## src/rtl/wdx_pkg.sv

```systemverilog
package wdx_pkg;

    typedef enum logic [1:0] {
        ST_IDLE,
        ST_PULSE,
        ST_STOP_PULSE,
        ST_STOPPED
    } wdx_state_e;

    typedef enum logic [1:0] {
        LK_BASE,
        LK_SHUT,
        LK_ENOFF,
        LK_NOSEQ
    } wdx_len_kind_e;

    // Expirations needed before a restart; zero means never
    function automatic logic [2:0] policy_threshold(input logic [1:0] pol);
        logic [2:0] thr;
        unique case (pol)
            2'b00: thr = 3'd0;
            2'b01: thr = 3'd1;
            2'b10: thr = 3'd2;
            2'b11: thr = 3'd4;
        endcase
        return thr;
    endfunction

endpackage

```

## src/rtl/wdx_len_calc.sv

```systemverilog
module wdx_len_calc
    import wdx_pkg::*;
#(
    parameter int TICKS_PER_MS = 2,
    parameter int TMR_W        = 7
) (
    input  wdx_len_kind_e      kind_i,
    input  logic               sd_sel_i,
    output logic [TMR_W-1:0]   len_o
);
    localparam int BASE_T  = 10 * TICKS_PER_MS;
    localparam int SD_LO_T = (15 * TICKS_PER_MS) / 2;
    localparam int SD_HI_T = 15 * TICKS_PER_MS;
    localparam int ENOFF_T = 31 * TICKS_PER_MS;
    localparam int NOSEQ_T = 11 * TICKS_PER_MS;

    always_comb begin
        unique case (kind_i)
            LK_BASE:  len_o = TMR_W'(BASE_T);
            LK_SHUT:  len_o = sd_sel_i ? TMR_W'(BASE_T + SD_HI_T) : TMR_W'(BASE_T + SD_LO_T);
            LK_ENOFF: len_o = TMR_W'(ENOFF_T);
            LK_NOSEQ: len_o = TMR_W'(NOSEQ_T);
        endcase
    end
endmodule

```

## src/rtl/wdx_exp_counter.sv

```systemverilog
module wdx_exp_counter #(
    parameter int CNT_W = 3
) (
    input  logic             clk,
    input  logic             rst_n,
    input  logic             clr_i,
    input  logic             inc_i,
    output logic [CNT_W-1:0] count_o
);
    localparam logic [CNT_W-1:0] CNT_MAX = {CNT_W{1'b1}};

    logic [CNT_W-1:0] cnt_q;

    always_ff @(posedge clk or negedge rst_n) begin
        if (!rst_n) begin
            cnt_q <= '0;
        end else if (clr_i) begin
            cnt_q <= '0;
        end else if (inc_i && cnt_q != CNT_MAX) begin
            cnt_q <= cnt_q + 1'b1;
        end
    end

    assign count_o = cnt_q;

    AST_COUNT_SATURATES: assert property (@(posedge clk) disable iff (!rst_n)
        (cnt_q == CNT_MAX && !clr_i) |=> cnt_q == CNT_MAX);
    AST_COUNT_CLEARS: assert property (@(posedge clk) disable iff (!rst_n)
        clr_i |=> cnt_q == '0);
endmodule

```

## src/rtl/wdx_pulse_timer.sv

```systemverilog
module wdx_pulse_timer #(
    parameter int TMR_W = 7
) (
    input  logic             clk,
    input  logic             rst_n,
    input  logic             flush_i,
    input  logic             load_i,
    input  logic [TMR_W-1:0] len_i,
    input  logic             tick_i,
    output logic             done_o
);
    logic [TMR_W-1:0] remain_q;

    always_ff @(posedge clk or negedge rst_n) begin
        if (!rst_n) begin
            remain_q <= '0;
        end else if (flush_i) begin
            remain_q <= '0;
        end else if (load_i) begin
            remain_q <= len_i;
        end else if (tick_i && remain_q != '0) begin
            remain_q <= remain_q - 1'b1;
        end
    end

    assign done_o = tick_i && (remain_q == TMR_W'(1));

    AST_LOAD_NONZERO: assert property (@(posedge clk) disable iff (!rst_n)
        load_i |-> len_i != '0);
    AST_TMR_NO_UNDERFLOW: assert property (@(posedge clk) disable iff (!rst_n)
        (remain_q == '0 && !load_i) |=> remain_q == '0);
endmodule

```

## src/rtl/wdx_pad.sv

```systemverilog
module wdx_pad (
    input  logic asserted_i,
    input  logic act_high_i,
    input  logic open_drain_i,
    output logic level_o,
    output logic oe_o
);
    logic want_high;

    always_comb begin
        want_high = act_high_i ? asserted_i : !asserted_i;
        if (open_drain_i) begin
            level_o = 1'b0;
            oe_o    = !want_high;
        end else begin
            level_o = want_high;
            oe_o    = 1'b1;
        end
    end
endmodule

```

## src/rtl/wdx_resp.sv

```systemverilog
module wdx_resp
    import wdx_pkg::*;
#(
    parameter int TICKS_PER_MS = 2,
    parameter int CNT_W        = 3
) (
    input  logic             clk,
    input  logic             rst_n,
    input  logic             soft_rst_i,
    input  logic             expire_i,
    input  logic             tick_i,
    input  logic [1:0]       policy_i,
    input  logic             stop_mode_i,
    input  logic             sd_delay_sel_i,
    input  logic             seq_pin_ctrl_i,
    input  logic             seq_en_pin_i,
    input  logic             rst_active_high_i,
    input  logic             rst_open_drain_i,
    input  logic             flag_clr_i,
    input  logic             cnt_clr_i,
    output logic             wdrst_level_o,
    output logic             wdrst_oe_o,
    output logic             restart_req_o,
    output logic             stop_o,
    output logic             restart_flag_o,
    output logic [CNT_W-1:0] exp_count_o
);
    localparam int               MAX_LEN_T  = 31 * TICKS_PER_MS;
    localparam int               TMR_W      = $clog2(MAX_LEN_T + 1);
    localparam logic [CNT_W-1:0] CNT_MAX    = {CNT_W{1'b1}};
    localparam logic [CNT_W-1:0] STOP_COUNT = CNT_W'(2);

    wdx_state_e       state_q, state_d;
    wdx_len_kind_e    kind;
    logic [TMR_W-1:0] pulse_len;
    logic [CNT_W-1:0] count;
    logic [CNT_W-1:0] count_after;
    logic [CNT_W-1:0] threshold;
    logic             seq_ok, go_stop, go_restart;
    logic             accept, release_stop, in_stop;
    logic             tmr_done, tmr_flush;
    logic             asserted;
    logic             flag_q, req_q;

    // Decision for the strobe currently presented
    always_comb begin
        count_after = (count == CNT_MAX) ? count : count + 1'b1;
        threshold   = CNT_W'(policy_threshold(policy_i));
        seq_ok      = seq_pin_ctrl_i && seq_en_pin_i;
        go_stop     = seq_ok && stop_mode_i && (count_after >= STOP_COUNT);
        go_restart  = seq_ok && !stop_mode_i && (threshold != '0)
                      && (count_after >= threshold);
        if (!seq_pin_ctrl_i)           kind = LK_NOSEQ;
        else if (!seq_en_pin_i)        kind = LK_ENOFF;
        else if (go_stop || go_restart) kind = LK_SHUT;
        else                           kind = LK_BASE;
    end

    assign accept       = (state_q == ST_IDLE) && expire_i && !soft_rst_i;
    assign in_stop      = (state_q == ST_STOP_PULSE) || (state_q == ST_STOPPED);
    assign release_stop = flag_clr_i || !stop_mode_i;
    assign tmr_flush    = soft_rst_i || (in_stop && release_stop);

    wdx_len_calc #(
        .TICKS_PER_MS (TICKS_PER_MS),
        .TMR_W        (TMR_W)
    ) u_len (
        .kind_i   (kind),
        .sd_sel_i (sd_delay_sel_i),
        .len_o    (pulse_len)
    );

    wdx_pulse_timer #(
        .TMR_W (TMR_W)
    ) u_tmr (
        .clk     (clk),
        .rst_n   (rst_n),
        .flush_i (tmr_flush),
        .load_i  (accept),
        .len_i   (pulse_len),
        .tick_i  (tick_i),
        .done_o  (tmr_done)
    );

    wdx_exp_counter #(
        .CNT_W (CNT_W)
    ) u_cnt (
        .clk     (clk),
        .rst_n   (rst_n),
        .clr_i   (soft_rst_i || cnt_clr_i || (accept && go_restart)),
        .inc_i   (accept && !go_restart),
        .count_o (count)
    );

    // State register
    always_ff @(posedge clk or negedge rst_n) begin
        if (!rst_n)          state_q <= ST_IDLE;
        else if (soft_rst_i) state_q <= ST_IDLE;
        else                 state_q <= state_d;
    end

    // Transitions
    always_comb begin
        state_d = state_q;
        unique case (state_q)
            ST_IDLE: begin
                if (accept) state_d = go_stop ? ST_STOP_PULSE : ST_PULSE;
            end
            ST_PULSE: begin
                if (tmr_done) state_d = ST_IDLE;
            end
            ST_STOP_PULSE: begin
                if (release_stop)  state_d = ST_IDLE;
                else if (tmr_done) state_d = ST_STOPPED;
            end
            ST_STOPPED: begin
                if (release_stop) state_d = ST_IDLE;
            end
        endcase
    end

    // Registered request strobe and sticky flag
    always_ff @(posedge clk or negedge rst_n) begin
        if (!rst_n) begin
            req_q  <= 1'b0;
            flag_q <= 1'b0;
        end else if (soft_rst_i) begin
            req_q  <= 1'b0;
            flag_q <= 1'b0;
        end else begin
            req_q <= accept && go_restart;
            if (accept && (go_restart || go_stop)) flag_q <= 1'b1;
            else if (flag_clr_i)                   flag_q <= 1'b0;
        end
    end

    // Outputs
    always_comb begin
        asserted = 1'b0;
        stop_o   = 1'b0;
        unique case (state_q)
            ST_IDLE:       ;
            ST_PULSE:      asserted = 1'b1;
            ST_STOP_PULSE: begin asserted = 1'b1; stop_o = 1'b1; end
            ST_STOPPED:    stop_o = 1'b1;
        endcase
    end

    wdx_pad u_pad (
        .asserted_i   (asserted),
        .act_high_i   (rst_active_high_i),
        .open_drain_i (rst_open_drain_i),
        .level_o      (wdrst_level_o),
        .oe_o         (wdrst_oe_o)
    );

    assign restart_req_o  = req_q;
    assign restart_flag_o = flag_q;
    assign exp_count_o    = count;

    AST_RESTART_ONE_CYCLE: assert property (@(posedge clk) disable iff (!rst_n)
        restart_req_o |=> !restart_req_o);
    AST_RESTART_SETS_FLAG: assert property (@(posedge clk) disable iff (!rst_n)
        restart_req_o |-> restart_flag_o);
    AST_RESTART_ZERO_COUNT: assert property (@(posedge clk) disable iff (!rst_n)
        restart_req_o |-> exp_count_o == '0);
    AST_STOP_ENTRY_PULSES: assert property (@(posedge clk) disable iff (!rst_n)
        $rose(stop_o) |-> (asserted && restart_flag_o));
    AST_RESTART_NEEDS_SEQ: assert property (@(posedge clk) disable iff (!rst_n)
        restart_req_o |-> $past(seq_pin_ctrl_i && seq_en_pin_i));
    AST_STOP_HOLDS: assert property (@(posedge clk) disable iff (!rst_n)
        (state_q == ST_STOPPED && !soft_rst_i && !flag_clr_i && stop_mode_i)
        |=> state_q == ST_STOPPED);
endmodule

```

## config.mk

```make
export PLATFORM = sky130hd
export DESIGN_NAME = wdx_resp
export DESIGN_NICKNAME = d
export VERILOG_FILES = /design/src/rtl/wdx_pkg.sv /design/src/rtl/wdx_len_calc.sv /design/src/rtl/wdx_exp_counter.sv /design/src/rtl/wdx_pulse_timer.sv /design/src/rtl/wdx_pad.sv /design/src/rtl/wdx_resp.sv
export SDC_FILE = /design/constraint.sdc
export NUM_CORES = 1
export LEC_CHECK = 0
export BUFFER_PORTS_ARGS = -buffer_cell sky130_fd_sc_hd__buf_2
export CORE_AREA = 2 2 53 55
export CTS_BUF_LIST = sky130_fd_sc_hd__clkbuf_8 sky130_fd_sc_hd__clkbuf_16
export CTS_CLUSTER_DIAMETER = 100
export CTS_CLUSTER_SIZE = 20
export DETAILED_ROUTE_END_ITERATION = 16
export DIE_AREA = 0 0 55 57
export GPL_ROUTABILITY_DRIVEN = 0
export HOLD_SLACK_MARGIN = 0.08
export PLACE_DENSITY = 0.67
export SLEW_MARGIN = 10
export SYNTH_ARGS = -nofsm -noshare
export SYNTH_HDL_FRONTEND = slang
export SYNTH_SLANG_ARGS = --single-unit
```

## constraint.sdc

```tcl
create_clock -name clk -period 9.2 [get_ports clk]
set_clock_uncertainty 0.1 [all_clocks]
set_input_delay 0.92 -clock clk [delete_from_list [all_inputs] [get_ports clk]]
set_output_delay 0.92 -clock clk [all_outputs]
set_load 0.02 [all_outputs]
```

After elaboration in Yosys (flattened, before gate mapping)
Index checks and enable logic that the tools add are counted.
- register bits after elaboration: 13
- input port bits: 15
- output and inout port bits: 8
- logic and storage cells: 91
- add/subtract/negate cells: 2
- order comparisons: 2
- equal/unequal tests: 16
- muxes and demuxes: 29
- reductions and logical operators: 37
- operators with widths (kind ; number):
    6-bit one-hot mux with 4 select lines ; 1
    2-bit two-way mux ; 9
    6-bit two-way mux ; 3
    1-bit logical AND ; 15
    2-bit equality test, second input constant ; 6
    3-bit inequality test, second input constant ; 4
    3-bit one-hot mux with 4 select lines ; 1
    1-bit two-way mux ; 10
    3-bit two-way mux ; 3
    3-bit nonzero test ; 3
    2-bit one-hot mux with 4 select lines ; 1
    2-bit by 1-bit equality test with 1-bit output, second input constant ; 3
    6-bit by 1-bit equality test with 1-bit output, second input constant ; 1
    2-bit zero test ; 3
    1-bit logical OR ; 6
    6-bit nonzero test ; 1
    6-bit by 1-bit subtractor with 6-bit output, second input constant ; 1
    1-bit zero test ; 5
    5-bit two-way mux ; 1
    4-bit inequality test, second input constant ; 1
    4-bit AND reduction ; 1
    2-bit OR reduction ; 2
    3-bit by 1-bit adder with 3-bit output, second input constant ; 1
    3-bit equality test, second input constant ; 1
    other kinds (3) ; 3

Logic depth before layout (Yosys ltp)
- depth after elaboration: 13
- gate-level depth with buffers: 13

Cells and area by module
A second synthesis with hierarchy kept.
- cell total of the unflattened synthesis: 136
- area, all modules: 1229.9 um^2
- by module, submodules not included (module ; instances ; cells an instance ; area an instance (um^2) ; seq. area each (um^2)):
    wdx_resp ; 1 ; 59 ; 484.2 ; 100.1
    wdx_pulse_timer ; 1 ; 49 ; 457.9 ; 150.1
    wdx_exp_counter ; 1 ; 15 ; 183.9 ; 75.1
    wdx_len_calc ; 1 ; 10 ; 85.1 ; 0.0
    wdx_pad ; 1 ; 3 ; 18.8 ; 0.0

Worst setup path before layout
No wires, ideal clock.
- path kind: register -> register
- start point: reg u_cnt.cnt_q[0], in the netlist u_cnt.count_o[0]
- end point: reg u_tmr.remain_q[4]
- arrival time: 2.863 ns
- slack: 6.112 ns
- stages on the path, launching flop included: 13
- path buffers: 0
- cells stage by stage: dfrtp_1 ha_1 ha_1 mux2_2 ha_1 nand2_1 o21ai_0 a21oi_1 and2_1 ha_1 a211o_1 o221ai_1 a21oi_1
- longest elaborated chain between the ends: 12
- elaborated cells on any way between the ends: 18
- those cells by class: add/sub (1); order compare (2); eq/ne (4); mux (7); reduce/logical (4)
- ends and longest elaborated chain (item ; line ; RTL):
    start: declaration ; wdx_exp_counter.sv:12 ; logic [CNT_W-1:0] cnt_q;
    start signal: assignment ; wdx_exp_counter.sv:20 ; cnt_q <= cnt_q + 1'b1;
    3-bit by 1-bit adder with 3-bit output / 3-bit equality test (equally long branches) ; wdx_resp.sv:47 ; count_after = (count == CNT_MAX) ? count : count + 1'b1;
    3-bit two-way mux * ; wdx_resp.sv:47 ;
    3-bit >= comparator / 3-bit by 2-bit >= comparator with 1-bit output (equally long branches) ; wdx_resp.sv:52, wdx_resp.sv:50 ;
    1-bit logical AND, on equally long branches ; wdx_resp.sv:52, wdx_resp.sv:50 ;
    1-bit logical OR * ; wdx_resp.sv:55 ; else if (go_stop || go_restart) kind = LK_SHUT;
    1-bit two-way mux * ; wdx_resp.sv:55 ;
    2-bit two-way mux * ; wdx_resp.sv:54 ; else if (!seq_en_pin_i) kind = LK_ENOFF;
    2-bit two-way mux * ; wdx_resp.sv:53 ; if (!seq_pin_ctrl_i) kind = LK_NOSEQ;
    2-bit equality test (tied with other cells) ; wdx_len_calc.sv:18 ; unique case (kind_i)
    6-bit one-hot mux with 4 select lines * ; wdx_len_calc.sv:18 ;
    6-bit two-way mux * ; wdx_pulse_timer.sv:19 ; end else if (load_i) begin
    6-bit two-way mux * ; wdx_pulse_timer.sv:17 ; end else if (flush_i) begin
    end signal: assignment ; wdx_pulse_timer.sv:20 ; remain_q <= len_i;
    end signal: assignment ; wdx_pulse_timer.sv:22 ; remain_q <= remain_q - 1'b1;
    end: declaration ; wdx_pulse_timer.sv:12 ; logic [TMR_W-1:0] remain_q;
Mark *: on every way between the ends. The rest lies on a longest branch, timed or not.
A chain may end at the register's enable or synchronous reset.

Worst setup path after layout
Ends and elaborated chain as after synthesis.

==> out/qor.yml <==
logic_synthesis:
  synthMuxAreaShare_pct: 3.43
  avgSynthCellArea_um2: 8.99
  synth_seq_area_share_pct: 27.0
  yosys.area.top_type: "dfrtp_1"
  synth.ff_latch_count: 13
  synth_edf_count: 0
  syn_area_mm2: 0.00120
  synthFlopType: "dfrtp_1"
  yosys_warnings: 0
  synth-xor-area-share_pct: 2.18
  synth-compound-area-share_pct: 22.0
  async_flop_share_pct: 100
  synth_top_family_by_area: "simple AND/OR/NAND/NOR gates"
  yosys-top-cells-area: "dfrtp_1, ha_1, inv_1"
  synthCells: 134
  synth.distinct_cells: 44
  synthSimpleGateAreaFrac_pct: 23.4
  synth.top_cell.area_share_pct: 27.0
  syn_nets: 166
  synth_adder_area_share_pct: 17.7
pwr:
  max-vdd-ir-drop_uv: 172
  p_leak_nw: 0.703
  power.density_mw_per_mm2: 255
  p_total_w: 0.000354
worst_setup_path:
  r2r-start: "u_cnt.count_o[0]$_DFFE_PN0P_"
  cpMaxStageDelayCell: "dfrtp_1"
  cp_data_required_time_ns: 9.22
  ff2ff_path_depth: 12
  cp_slowest_stage_delay_ns: 0.45
  cp.arrival_ns: 3.35
  start_kind: "register"
  path_cells: "ha_1, ha_1, mux2_2, ha_1, nand2_1, o21ai_0, a21oi_1, and2_1, ha_1, a211o_1, o221ai_1, a21oi_1"
  critPathMaxFanout: 6
  startpoint: "u_cnt.count_o[0]$_DFFE_PN0P_"
  critPathCaptureType: "register"
  r2r-end: "u_tmr.remain_q[4]$_DFFE_PN0P_"
  worstSetupPathType: "register to register"
  crit_top_cell: "ha_1"
  rrSetupSlack_ns: 5.87
detailed_routing:
  drtPass1Iterations: 4
  ant_nets: 0
  drt_iter0_markers: 14
  num_vias: 1086
  postRouteWirelength_mm: 2.74
  drc: 0
  avgViaCountPerCell: 5.72
  wl_per_cell_um: 14.4
placement:
  numPortBuffers: 22
  hpwl_mm: 2.16
  dp_slack_ns: 5.91
layout:
  area_growth_pct: 15.2
  multiInputGateArea_um2: 827
  diodes: 0
  seq_area_um2: 325
  drive_above_1_share_pct: 21.4
  layout_common_cells: "buf_2, ha_1, dfrtp_1"
  fillers: 257
  final_nets: 192
  layout_commonest_cell: "buf_2"
clock_tree:
  cts-root-buf: "clkbuf_8"
  hold_buffers: 0
  clkTransAtPathRegs_ns: 0.06
  clk_latency_ns: 0.24
  clk_path_buf_depth: 2
  h-tree-depth: 1
  postCtsSetupBuffers: 0
  ctsResizeCount: 0
  cts_num_sinks: 13
  cts_tree: "built"
  numCtsBuffers: 3
job:
  cap_violations: 0
floorplanning:
  die_w_um: 55
  dieHeight_um: 57
  initial_core_util_pct: 46.1
  core_mm2: 0.00262
  num_rows: 19
  ioPinCount: 23
  dieArea_mm2: 0.00314
timing:
  setup_viol: 0
  finalCritPeriodShare_pct: 36.2
  fmax_mhz: 300
  hold_viol_final: 0
  grt_setup_unrepaired: "false"
  maxSlewHeadroom_pct: 53.9
  setup_tns_ns: 0
  fin_crit_ns: 3.33
  worst_pin_slew_ns: 0.682
  final_max_slew_viol_count: 0
  hold_ws_ns: 0.391
  setup_slack_ns: 5.87
worst_hold_path:
  holdPathStages: 2
  min_from: "restart_flag_o$_DFFE_PN0P_"
  hold_path_class: "register to register"
  min_to: "restart_flag_o$_DFFE_PN0P_"
global_routing:
  grt_max_degree: 14
  antenna_found_initial: 0
  grt_pass1_wl_mm: 4.69
  grt_pass1_vias: 1022
  grt_usage_pct: 19.9
  gr-total-overflow: 0
status:
  status: "complete, no violations"
## power by group
| part | internal [W] | switching [W] | total (W) |
|---|---|---|---|
| logic | 0.0000924 | 0.000116 | 0.000209 |
| clock network | 0.0000295 | 0.0000209 | 0.0000504 |
| registers | 0.0000741 | 0.0000211 | 0.0000953 |
| total | 0.000196 | 0.000158 | 0.000354 |
## metrics by stage
stage | utilization, % | std cells | instance area (µm²)
detailed placement | 51.3 | 186 | 1340
floorplan | - | 134 | 1200
finish | 53.1 | 190 | 1390
global placement | 51.3 | 186 | 1340
global route | 53.1 | 190 | 1390
CTS | 53.1 | 190 | 1390
## flip-flops by register name, indices dropped and copies added (netlist names)
name and count:
restart_flag_o 1, restart_req_o 1, state_q 2, u_cnt.count_o 3, u_tmr.remain_q 6
## cells by family (layout without fill, tap and decap cells)
family                     count (synthesis)  count (layout)
muxes                                      4               4
buffers and inverters                     12              37
DFF                                       13              13
adders and majority gates                 17              17
and+or+nand+nor                           50              50
xor gates and xnor gates                   3               3
AOI/OAI and AO/OA                         35              35
## worst max path at each step
stage,depth (start not counted),end
final,12,u_tmr.remain_q[4]$_DFFE_PN0P_
after global placement,12,u_tmr.remain_q[4]$_DFFE_PN0P_
after floorplan,12,u_tmr.remain_q[4]$_DFFE_PN0P_
after CTS,12,u_tmr.remain_q[4]$_DFFE_PN0P_
after detailed placement,12,u_tmr.remain_q[4]$_DFFE_PN0P_
after global routing,12,u_tmr.remain_q[0]$_DFFE_PN0P_
## cell usage after synthesis, types with 5 or more instances
cell type  count
ha_1          17
dfrtp_1       13
inv_1         11
nand2_1       11
nor2_1         8
o21ai_0        7
a21oi_1        5
nand2b_1       5
nand3_1        5
nand3b_1       5
## per-layer routing
layer | vias to the layer above | GRT usage, % | part of all wire [%]
met2 | 21 | 31.5 | 46
met3 | 5 | 2.36 | 2.8
met4 | 0 | 5.23 | 1.1
li1 | 543 | - | -
met5 | - | 0 | 0
met1 | 517 | 28.7 | 50
## cell type report
cell class	count	area share, %
Multi-Input combinational cell	109	59.6
Timing Repair Buffer	22	7.94
Clock buffer	3	2.98
Clock inverter	1	0.271
Sequential cell	13	23.4
Tap cell	31	2.80
Inverter	11	2.98
## worst max-delay path: cells and delay by family, from the launching register on
kind	cells	cell delay, ns
AOI/OAI and AO/OA	5	1.12
adders and majority gates	4	0.93
DFF	1	0.45
muxes	1	0.37
and+or+nand+nor	2	0.24
Note: power is estimated with default switching activity, not from simulation.
